--- config.mk ---
export PLATFORM = sky130hd
export DESIGN_NAME = onesec_gate
export DESIGN_NICKNAME = d
export VERILOG_FILES = /design/src/rtl/gate_pkg.sv /design/src/rtl/gate_segment.sv /design/src/rtl/gate_seq.sv /design/src/rtl/gate_calib.sv /design/src/rtl/onesec_gate.sv
export SDC_FILE = /design/constraint.sdc
export NUM_CORES = 1
export LEC_CHECK = 0
export BUFFER_PORTS_ARGS = -buffer_cell sky130_fd_sc_hd__buf_4
export CORE_ASPECT_RATIO = 0.5
export CORE_MARGIN = 2
export CORE_UTILIZATION = 57
export CTS_CLUSTER_SIZE = 40
export DETAILED_ROUTE_END_ITERATION = 7
export PLACE_DENSITY = 0.85
export SLEW_MARGIN = 20
export SYNTH_ARGS = -nofsm -noshare
export SYNTH_HDL_FRONTEND = slang
export SYNTH_HIERARCHICAL = 1
export SYNTH_SLANG_ARGS = --single-unit
--- constraint.sdc ---
create_clock -name clk -period 3.1 [get_ports clk]
set_clock_uncertainty 0.15 [all_clocks]
set_input_delay 0.465 -clock clk [delete_from_list [all_inputs] [get_ports clk]]
set_output_delay 0.465 -clock clk [all_outputs]
set_load 0.02 [all_outputs]
--- src/rtl/gate_pkg.sv ---
package gate_pkg;
  typedef enum logic [1:0] {
    STEP_FINE   = 2'd0,
    STEP_MED    = 2'd1,
    STEP_COARSE = 2'd2
  } step_e;

  typedef enum logic [1:0] {
    PH_IDLE  = 2'd0,
    PH_FIRST = 2'd1,
    PH_TRIM  = 2'd2,
    PH_FIXED = 2'd3
  } phase_e;

  localparam int COARSE_W = 8;
endpackage

--- src/rtl/gate_segment.sv ---
// One timed segment: prescaler -> compare counter -> postscaler.
// Length = PRE * POST * (cmp_val + 1) enabled cycles.
module gate_segment #(
  parameter int PRE   = 4,
  parameter int POST  = 15,
  parameter int CMP_W = 8
) (
  input  logic             clk,
  input  logic             rst_n,
  input  logic             clr,
  input  logic             en,
  input  logic [CMP_W-1:0] cmp_val,
  output logic             seg_end
);
  localparam int PRE_W  = (PRE  > 1) ? $clog2(PRE)  : 1;
  localparam int POST_W = (POST > 1) ? $clog2(POST) : 1;

  logic [PRE_W-1:0]  pre_cnt;
  logic [CMP_W-1:0]  cmp_cnt;
  logic [POST_W-1:0] post_cnt;
  logic pre_last, cmp_last, post_last;

  assign pre_last  = (pre_cnt  == PRE_W'(PRE - 1));
  assign cmp_last  = (cmp_cnt  == cmp_val);
  assign post_last = (post_cnt == POST_W'(POST - 1));
  assign seg_end   = en && pre_last && cmp_last && post_last;

  always_ff @(posedge clk or negedge rst_n) begin
    if (!rst_n) begin
      pre_cnt  <= '0;
      cmp_cnt  <= '0;
      post_cnt <= '0;
    end else if (clr) begin
      pre_cnt  <= '0;
      cmp_cnt  <= '0;
      post_cnt <= '0;
    end else if (en) begin
      pre_cnt <= pre_last ? '0 : pre_cnt + 1'b1;
      if (pre_last)
        cmp_cnt <= cmp_last ? '0 : cmp_cnt + 1'b1;
      if (pre_last && cmp_last)
        post_cnt <= post_last ? '0 : post_cnt + 1'b1;
    end
  end
endmodule

--- src/rtl/gate_seq.sv ---
// Window sequencer: leading segment, trim delay, fixed segment train.
module gate_seq
  import gate_pkg::*;
#(
  parameter int FIRST_PRE  = 4,
  parameter int FIRST_POST = 15,
  parameter int FIX_PRE    = 64,
  parameter int FIX_POST   = 16,
  parameter int FIX_CMP    = 240,
  parameter int N_FIXED    = 24,
  parameter int DLY_W      = 16
) (
  input  logic                clk,
  input  logic                rst_n,
  input  logic                start,
  input  logic [COARSE_W-1:0] coarse,
  input  logic [DLY_W-1:0]    dly,
  output logic                start_acc,
  output logic                gate_active,
  output logic                gate_done
);
  localparam int SEG_W     = (N_FIXED > 1) ? $clog2(N_FIXED) : 1;
  localparam int FIX_CMP_W = (FIX_CMP > 0) ? $clog2(FIX_CMP + 1) : 1;

  phase_e              phase;
  logic [COARSE_W-1:0] c_lat;
  logic [DLY_W-1:0]    d_lat;
  logic [DLY_W-1:0]    trim_cnt;
  logic [SEG_W-1:0]    seg_idx;
  logic                first_end, fix_end;

  assign start_acc   = start && (phase == PH_IDLE);
  assign gate_active = (phase != PH_IDLE);

  gate_segment #(.PRE(FIRST_PRE), .POST(FIRST_POST), .CMP_W(COARSE_W)) u_first (
    .clk(clk), .rst_n(rst_n), .clr(start_acc), .en(phase == PH_FIRST),
    .cmp_val(c_lat), .seg_end(first_end)
  );

  gate_segment #(.PRE(FIX_PRE), .POST(FIX_POST), .CMP_W(FIX_CMP_W)) u_fixed (
    .clk(clk), .rst_n(rst_n), .clr(start_acc), .en(phase == PH_FIXED),
    .cmp_val(FIX_CMP_W'(FIX_CMP)), .seg_end(fix_end)
  );

  always_ff @(posedge clk or negedge rst_n) begin
    if (!rst_n) begin
      phase     <= PH_IDLE;
      c_lat     <= '0;
      d_lat     <= '0;
      trim_cnt  <= '0;
      seg_idx   <= '0;
      gate_done <= 1'b0;
    end else begin
      gate_done <= 1'b0;
      unique case (phase)
        PH_IDLE: if (start) begin
          phase   <= PH_FIRST;
          c_lat   <= coarse;
          d_lat   <= dly;
          seg_idx <= '0;
        end
        PH_FIRST: if (first_end) begin
          trim_cnt <= '0;
          phase    <= (d_lat == '0) ? PH_FIXED : PH_TRIM;
        end
        PH_TRIM: begin
          if (trim_cnt == d_lat - 1'b1) phase <= PH_FIXED;
          else                          trim_cnt <= trim_cnt + 1'b1;
        end
        PH_FIXED: if (fix_end) begin
          if (seg_idx == SEG_W'(N_FIXED - 1)) begin
            phase     <= PH_IDLE;
            gate_done <= 1'b1;
          end else begin
            seg_idx <= seg_idx + 1'b1;
          end
        end
        default: phase <= PH_IDLE;
      endcase
    end
  end

  a_r3_done_after_window: assert property (@(posedge clk) disable iff (!rst_n)
    gate_done |-> !gate_active && $past(gate_active));
  a_r4_trims_frozen: assert property (@(posedge clk) disable iff (!rst_n)
    (phase != PH_IDLE && $past(phase) != PH_IDLE) |-> $stable(c_lat) && $stable(d_lat));
  a_r2_segment_index_bound: assert property (@(posedge clk) disable iff (!rst_n)
    seg_idx <= SEG_W'(N_FIXED - 1));
endmodule

--- src/rtl/gate_calib.sv ---
// Calibration controls: step-size rotation, saturating trims, one adjustment per window.
module gate_calib
  import gate_pkg::*;
#(
  parameter int DLY_W       = 16,
  parameter int MED_STEP    = 16,
  parameter int COARSE_INIT = 200,
  parameter int DLY_INIT    = 100
) (
  input  logic                clk,
  input  logic                rst_n,
  input  logic                cal_en,
  input  logic                step_pls,
  input  logic                inc_pls,
  input  logic                dec_pls,
  input  logic                start_acc,
  output step_e               sel,
  output logic [COARSE_W-1:0] coarse,
  output logic [DLY_W-1:0]    dly,
  output logic                cal_save
);
  logic                used, apply, cal_q;
  logic [DLY_W-1:0]    d_step, d_next;
  logic [DLY_W:0]      d_sum;
  logic [COARSE_W-1:0] c_next;

  assign apply  = cal_en && (inc_pls ^ dec_pls) && !used;
  assign d_step = (sel == STEP_MED) ? DLY_W'(MED_STEP) : DLY_W'(1);
  assign d_sum  = {1'b0, dly} + {1'b0, d_step};

  always_comb begin
    if (inc_pls) begin
      d_next = d_sum[DLY_W] ? '1 : d_sum[DLY_W-1:0];
      c_next = (coarse == '1) ? coarse : coarse + 1'b1;
    end else begin
      d_next = (dly < d_step) ? '0 : dly - d_step;
      c_next = (coarse == '0) ? coarse : coarse - 1'b1;
    end
  end

  always_ff @(posedge clk or negedge rst_n) begin
    if (!rst_n) begin
      sel      <= STEP_FINE;
      coarse   <= COARSE_W'(COARSE_INIT);
      dly      <= DLY_W'(DLY_INIT);
      used     <= 1'b0;
      cal_q    <= 1'b0;
      cal_save <= 1'b0;
    end else begin
      if (apply) begin
        if (sel == STEP_COARSE) coarse <= c_next;
        else                    dly    <= d_next;
      end
      used <= start_acc ? 1'b0 : (used || apply);
      if (cal_en && step_pls) begin
        unique case (sel)
          STEP_FINE: sel <= STEP_MED;
          STEP_MED:  sel <= STEP_COARSE;
          default:   sel <= STEP_FINE;
        endcase
      end
      cal_q    <= cal_en;
      cal_save <= cal_q && !cal_en;
    end
  end

  a_r7_single_adjust: assert property (@(posedge clk) disable iff (!rst_n)
    (used && !start_acc) |=> $stable(coarse) && $stable(dly));
  a_r6_hold_outside_cal: assert property (@(posedge clk) disable iff (!rst_n)
    !$past(cal_en) |-> $stable(coarse) && $stable(dly));
  a_r5_step_code_legal: assert property (@(posedge clk) disable iff (!rst_n)
    sel != 2'd3);
  a_r8_save_follows_fall: assert property (@(posedge clk) disable iff (!rst_n)
    cal_save |-> !$past(cal_en) && $past(cal_en, 2));
endmodule

--- src/rtl/onesec_gate.sv ---
module onesec_gate
  import gate_pkg::*;
#(
  parameter int FIRST_PRE   = 4,
  parameter int FIRST_POST  = 15,
  parameter int FIX_PRE     = 64,
  parameter int FIX_POST    = 16,
  parameter int FIX_CMP     = 240,
  parameter int N_FIXED     = 24,
  parameter int DLY_W       = 16,
  parameter int MED_STEP    = 16,
  parameter int COARSE_INIT = 200,
  parameter int DLY_INIT    = 100
) (
  input  logic                clk,
  input  logic                rst_n,
  input  logic                start,
  input  logic                cal_en,
  input  logic                step_pls,
  input  logic                inc_pls,
  input  logic                dec_pls,
  output logic                gate_active,
  output logic                gate_done,
  output logic                cal_save,
  output logic [1:0]          step_sel,
  output logic [COARSE_W-1:0] coarse_trim,
  output logic [DLY_W-1:0]    fine_delay
);
  logic  start_acc;
  step_e sel;

  assign step_sel = sel;

  // postscale range is a configuration rule, checked once.
  initial begin
    a_r9_post_range: assert (FIRST_POST >= 1 && FIRST_POST <= 16 &&
                             FIX_POST >= 1 && FIX_POST <= 16);
  end

  gate_calib #(
    .DLY_W(DLY_W), .MED_STEP(MED_STEP),
    .COARSE_INIT(COARSE_INIT), .DLY_INIT(DLY_INIT)
  ) u_calib (
    .clk(clk), .rst_n(rst_n), .cal_en(cal_en), .step_pls(step_pls),
    .inc_pls(inc_pls), .dec_pls(dec_pls), .start_acc(start_acc),
    .sel(sel), .coarse(coarse_trim), .dly(fine_delay), .cal_save(cal_save)
  );

  gate_seq #(
    .FIRST_PRE(FIRST_PRE), .FIRST_POST(FIRST_POST), .FIX_PRE(FIX_PRE),
    .FIX_POST(FIX_POST), .FIX_CMP(FIX_CMP), .N_FIXED(N_FIXED), .DLY_W(DLY_W)
  ) u_seq (
    .clk(clk), .rst_n(rst_n), .start(start), .coarse(coarse_trim),
    .dly(fine_delay), .start_acc(start_acc), .gate_active(gate_active),
    .gate_done(gate_done)
  );
endmodule

==> key figures <==
Outcome
  • Outcome: finished clean

Drt
  • Avg Vias per Cell: 6.39
  • Initial DRC Count: between 600 and 700
  • Drt pass-1 iters: 6
  • DR WL/cell: 17.9 um
  • Final wirelength: 18.3 mm
  • Detail Route Antenna Nets: 0
  • Vias: roughly 6500
  • # DRC: 0

Power and ir drop
  • Clock Power Share: 0.169
  • P_int: 3.71 mW
  • P per Cell Area: 802 mW/mm^2
  • Sw Ratio: 0.441
  • Switching pwr: slightly below 3 mW
  • Logic gate share of total power: 0.466
  • Final total power: between 6 and 7 mW
  • P_leak: 3.56 nW
  • Seq pwr share: 0.365
  • Worst VDD drop: slightly below 0.5 mV

Worst hold path
  • Worst hold endpoint: u_calib/cal_q$_DFF_PN0_
  • Hold Path Origin: cal_en
  • Hold Crit Depth: 1
  • HP Class: input port to flip-flop

Logic synthesis
  • Largest family of logic cells by synthesized area: simple AND/OR/NAND/NOR gates
  • Post-synth EDFFs: 0
  • Post-Synth Adder-Cell Area: 0.0464
  • Synth async-reset ratio: 1.00
  • Warnings, synthesis: 6
  • Synth Cell Area: 0.00744 mm^2
  • Synth Area in Simple Gates: 0.247
  • Synth Area in XOR/XNOR: 0.0648
  • Fraction of synthesized area in multiplexers: 0.0807
  • Distinct cells, synth: 88
  • Synth cell count leaders: dfrtp_1 (103), nand2_1 (63), nor2_1 (53)
  • Synth area leader: dfrtp_1
  • Seq cells post-synth: 109
  • Count leader, synth: dfrtp_1
  • Mapped Cells: 801
  • Synth Area per Inst: 9.29 um^2
  • Area contributors post-synth: dfrtp_1 (35%), mux2_2 (4.7%), xnor2_1 (4.6%), ha_1 (4.4%), mux2i_1 (3.2%)
  • Synth Area in Compound Gates: 0.152
  • Register area share after synthesis: 0.368
  • Share of Yosys cell area claimed by the top area cell type: 0.347
  • Commonest register cell after synthesis: dfrtp_1

STA
  • Final Hold Viols: 0
  • Final-report setup violation count: 0
  • Worst-margin pin slew: between 700 and 800 ps
  • Slew Limit Fails: 0
  • Final Cycle Share: 0.951
  • RSZ-0062 raised after global routing: false
  • TNS Setup: 0 ps
  • Worst relative slew slack: 0.497
  • Fmax: between 300 and 400 MHz
  • Final worst setup slack: 153 ps
  • Tmin final: 2950 ps

CTS
  • CTS root buf: clkbuf_16
  • Clk sinks: roughly 110
  • Post-CTS Setup Bufs: 0
  • Clock Tree Buf Depth: 2
  • Clock Pin Slew Worst Setup and Hold Paths: about 80 ps
  • CTS tree: done
  • Num CTS Buffers: 9
  • Worst-skew pair later-pin latency: 360 ps
  • Max H-tree Level: 3

Finish
  • Layout cells sized above 1: 0.164
  • N_diodes: 0
  • Filler cells: 1025
  • Area of the multi-input gates: 0.00444 mm^2
  • Final layout net count: 878
  • Final Core Density: 0.652
  • Synth-to-layout area growth: 11.4%
  • Flip-flop and latch area: ~0.0027 mm^2

Setup path
  • Critical Path Start Type: flip-flop
  • Worst reg-to-reg path cell count: 8
  • Largest stage delay, worst path: 680 ps
  • Critical Path End Type: flip-flop
  • CP arrival: approximately 3100 ps
  • RR Startpoint: u_calib/sel[1]$_DFFE_PN0P_
  • Critical-path cell list: nand2b_1 > ha_1 > nand4b_1 > a2111oi_0 > buf_4 > o21ai_0 > o211a_1 > a21oi_1
  • FF-to-FF End: u_calib/dly[1]$_DFFE_PN0P_
  • Critical path class: flip-flop to flip-flop
  • CP max stage cell: a2111oi_0
  • Worst reg-to-reg setup slack: 150 ps
  • CP max FO: 8
  • WP data required: 3210 ps

Die
  • Die area: 0.0140 mm^2
  • Ports: 36
  • Row cnt: 29
  • Die X-Extent: 166 um
  • Core area: 0.0127 mm^2
  • Initial core utilization: 0.586
  • Die height: 84.8 um

Flow run
  • Max cap viols: 0

Placed design
  • Dpl ws: 163 ps
  • DP HPWL: 13.1 mm
  • Port bufs: 35
  • RD Place Congestion: 0.952

Global routing
  • Number of antenna violations at the first check in global routing: 0
  • Gr ovfl total: 0
  • Vias in the first global route: 6315
  • GRT Total Usage: 0.274
  • Global-route wire length before repair: 30.9 mm
  • Largest net degree at the start of global routing: 80
[layout by cell type (no fill, tap or decap), types with 3 or more instances in the layout]
master / count
o2111ai_1: 6
nor2b_1: 16
inv_1: 32
and4b_1: 4
ha_1: 26
o211ai_1: 9
xor2_1: 16
a221oi_1: 3
o221ai_1: 4
and2_1: 7
mux2i_1: 24
nand3_1: 27
nand4b_1: 7
nor3_1: 36
buf_4: 59
a31oi_1: 10
dfstp_2: 6
and4_1: 10
o21ai_0: 31
a211oi_1: 10
clkbuf_16: 9
dfrtp_1: 103
nand2_1: 63
a21o_1: 10
nand3b_1: 3
o22ai_1: 9
or4_1: 7
and3_1: 14
nand4_1: 29
a21oi_1: 31
xnor2_1: 39
o31a_1: 3
mux2_2: 31
nor4_1: 10
nor2_1: 53
nand2b_1: 14
a22o_1: 3
conb_1: 8
[kinds of logic after synthesis]
kind of cell,count (synthesis)
compound gates,160
xor+xnor,55
fa+ha+maj,27
buf+inv,68
flops,109
mux,56
other cells,2
simple gates,324
[power by group through the flow]
| stage | Clock [mW] | Sequential, mW | Combinational (mW) |
|---|---|---|---|
| 6_report | 1.12 | 2.42 | 3.10 |
| 5_1_grt | 1.20 | 2.49 | 3.39 |
| 4_1_cts | 1.13 | 2.41 | 3.04 |
| 3_5_place_dp | 0 | 2.43 | 3.01 |
| 3_3_place_gp | 0 | 2.41 | 2.90 |
| 2_1_floorplan | 0 | 2.36 | 2.13 |
[layer usage]
| metal | wire, um | up-vias | global-route usage | share of wire |
|---|---|---|---|---|
| met3 | 1190 | 34 | 0.0474 | 0.065 |
| li1 | - | 3047 | - | - |
| met2 | 8630 | 266 | 0.452 | 0.47 |
| met1 | 8230 | 3161 | 0.379 | 0.45 |
| met5 | 0 | - | 0 | 0 |
| met4 | 235 | 0 | 0.0643 | 0.013 |
[worst max-delay path: cells and delay by family, from the launching register on]
kind                       cells  cell delay [ps]
AOI/OAI and AO/OA              4             1060
adders and majority gates      1              450
buffers and inverters          1              240
DFF                            1              420
and+or+nand+nor                2              510
[state kept, by name, summed over array words and instances, names as in the netlist]
signal / count
u_calib/coarse: 8
u_seq/gate_done: 1
u_seq/u_fixed/pre_cnt: 6
u_calib/used: 1
u_seq/u_fixed/cmp_cnt: 8
u_seq/seg_idx: 5
u_seq/phase: 2
u_seq/c_lat: 8
u_seq/trim_cnt: 16
u_calib/dly: 16
u_seq/u_first/post_cnt: 4
u_seq/u_fixed/post_cnt: 4
u_calib/cal_q: 1
u_calib/cal_save: 1
u_seq/u_first/pre_cnt: 2
u_calib/sel: 2
u_seq/d_lat: 16
u_seq/u_first/cmp_cnt: 8
[stage by stage]
step           cell area, um^2  hold WS, ps  instances
6_report                  8290          110       1019
5_1_grt                   8290          107       1019
4_1_cts                   8270          105       1019
3_5_place_dp              7980          276       1002
3_3_place_gp              7980          273       1002
2_1_floorplan             7460         19.4        807
[final cells by class]
type | count | share of cell area
clock buffer | 10 | 0.0276
timing repair buffer | 62 | 0.0595
multi-input combinational | 630 | 0.536
sequential | 109 | 0.330
inverter | 32 | 0.0145
tap | 170 | 0.0257
clock inverter | 6 | 0.00634
[worst max path at each step]
stage / start / cells past startpoint / slack, ps / endpoint
floorplan: u_seq/phase[1]$_DFFE_PN0P_ / 12 / 80 / u_seq/trim_cnt[7]$_DFFE_PN0P_
global placement: u_seq/d_lat[3]$_DFFE_PN0P_ / 8 / 270 / u_seq/trim_cnt[12]$_DFFE_PN0P_
detailed placement: u_calib/sel[1]$_DFFE_PN0P_ / 7 / 160 / u_calib/dly[4]$_DFFE_PN0P_
CTS: u_calib/sel[1]$_DFFE_PN0P_ / 7 / 140 / u_calib/dly[4]$_DFFE_PN0P_
global route: u_seq/d_lat[2]$_DFFE_PN0P_ / 8 / 10 / u_seq/trim_cnt[10]$_DFFE_PN0P_
finish: u_calib/sel[1]$_DFFE_PN0P_ / 8 / 150 / u_calib/dly[1]$_DFFE_PN0P_
[repair_timing]
item / in CTS / in global routing
endpoints found under the hold margin: 25 / 0
hold buffers: 1 / 0
resized for setup: 0 / 4
setup endpoints to repair: 0 / 10
(Power assumes the default switching activity.)
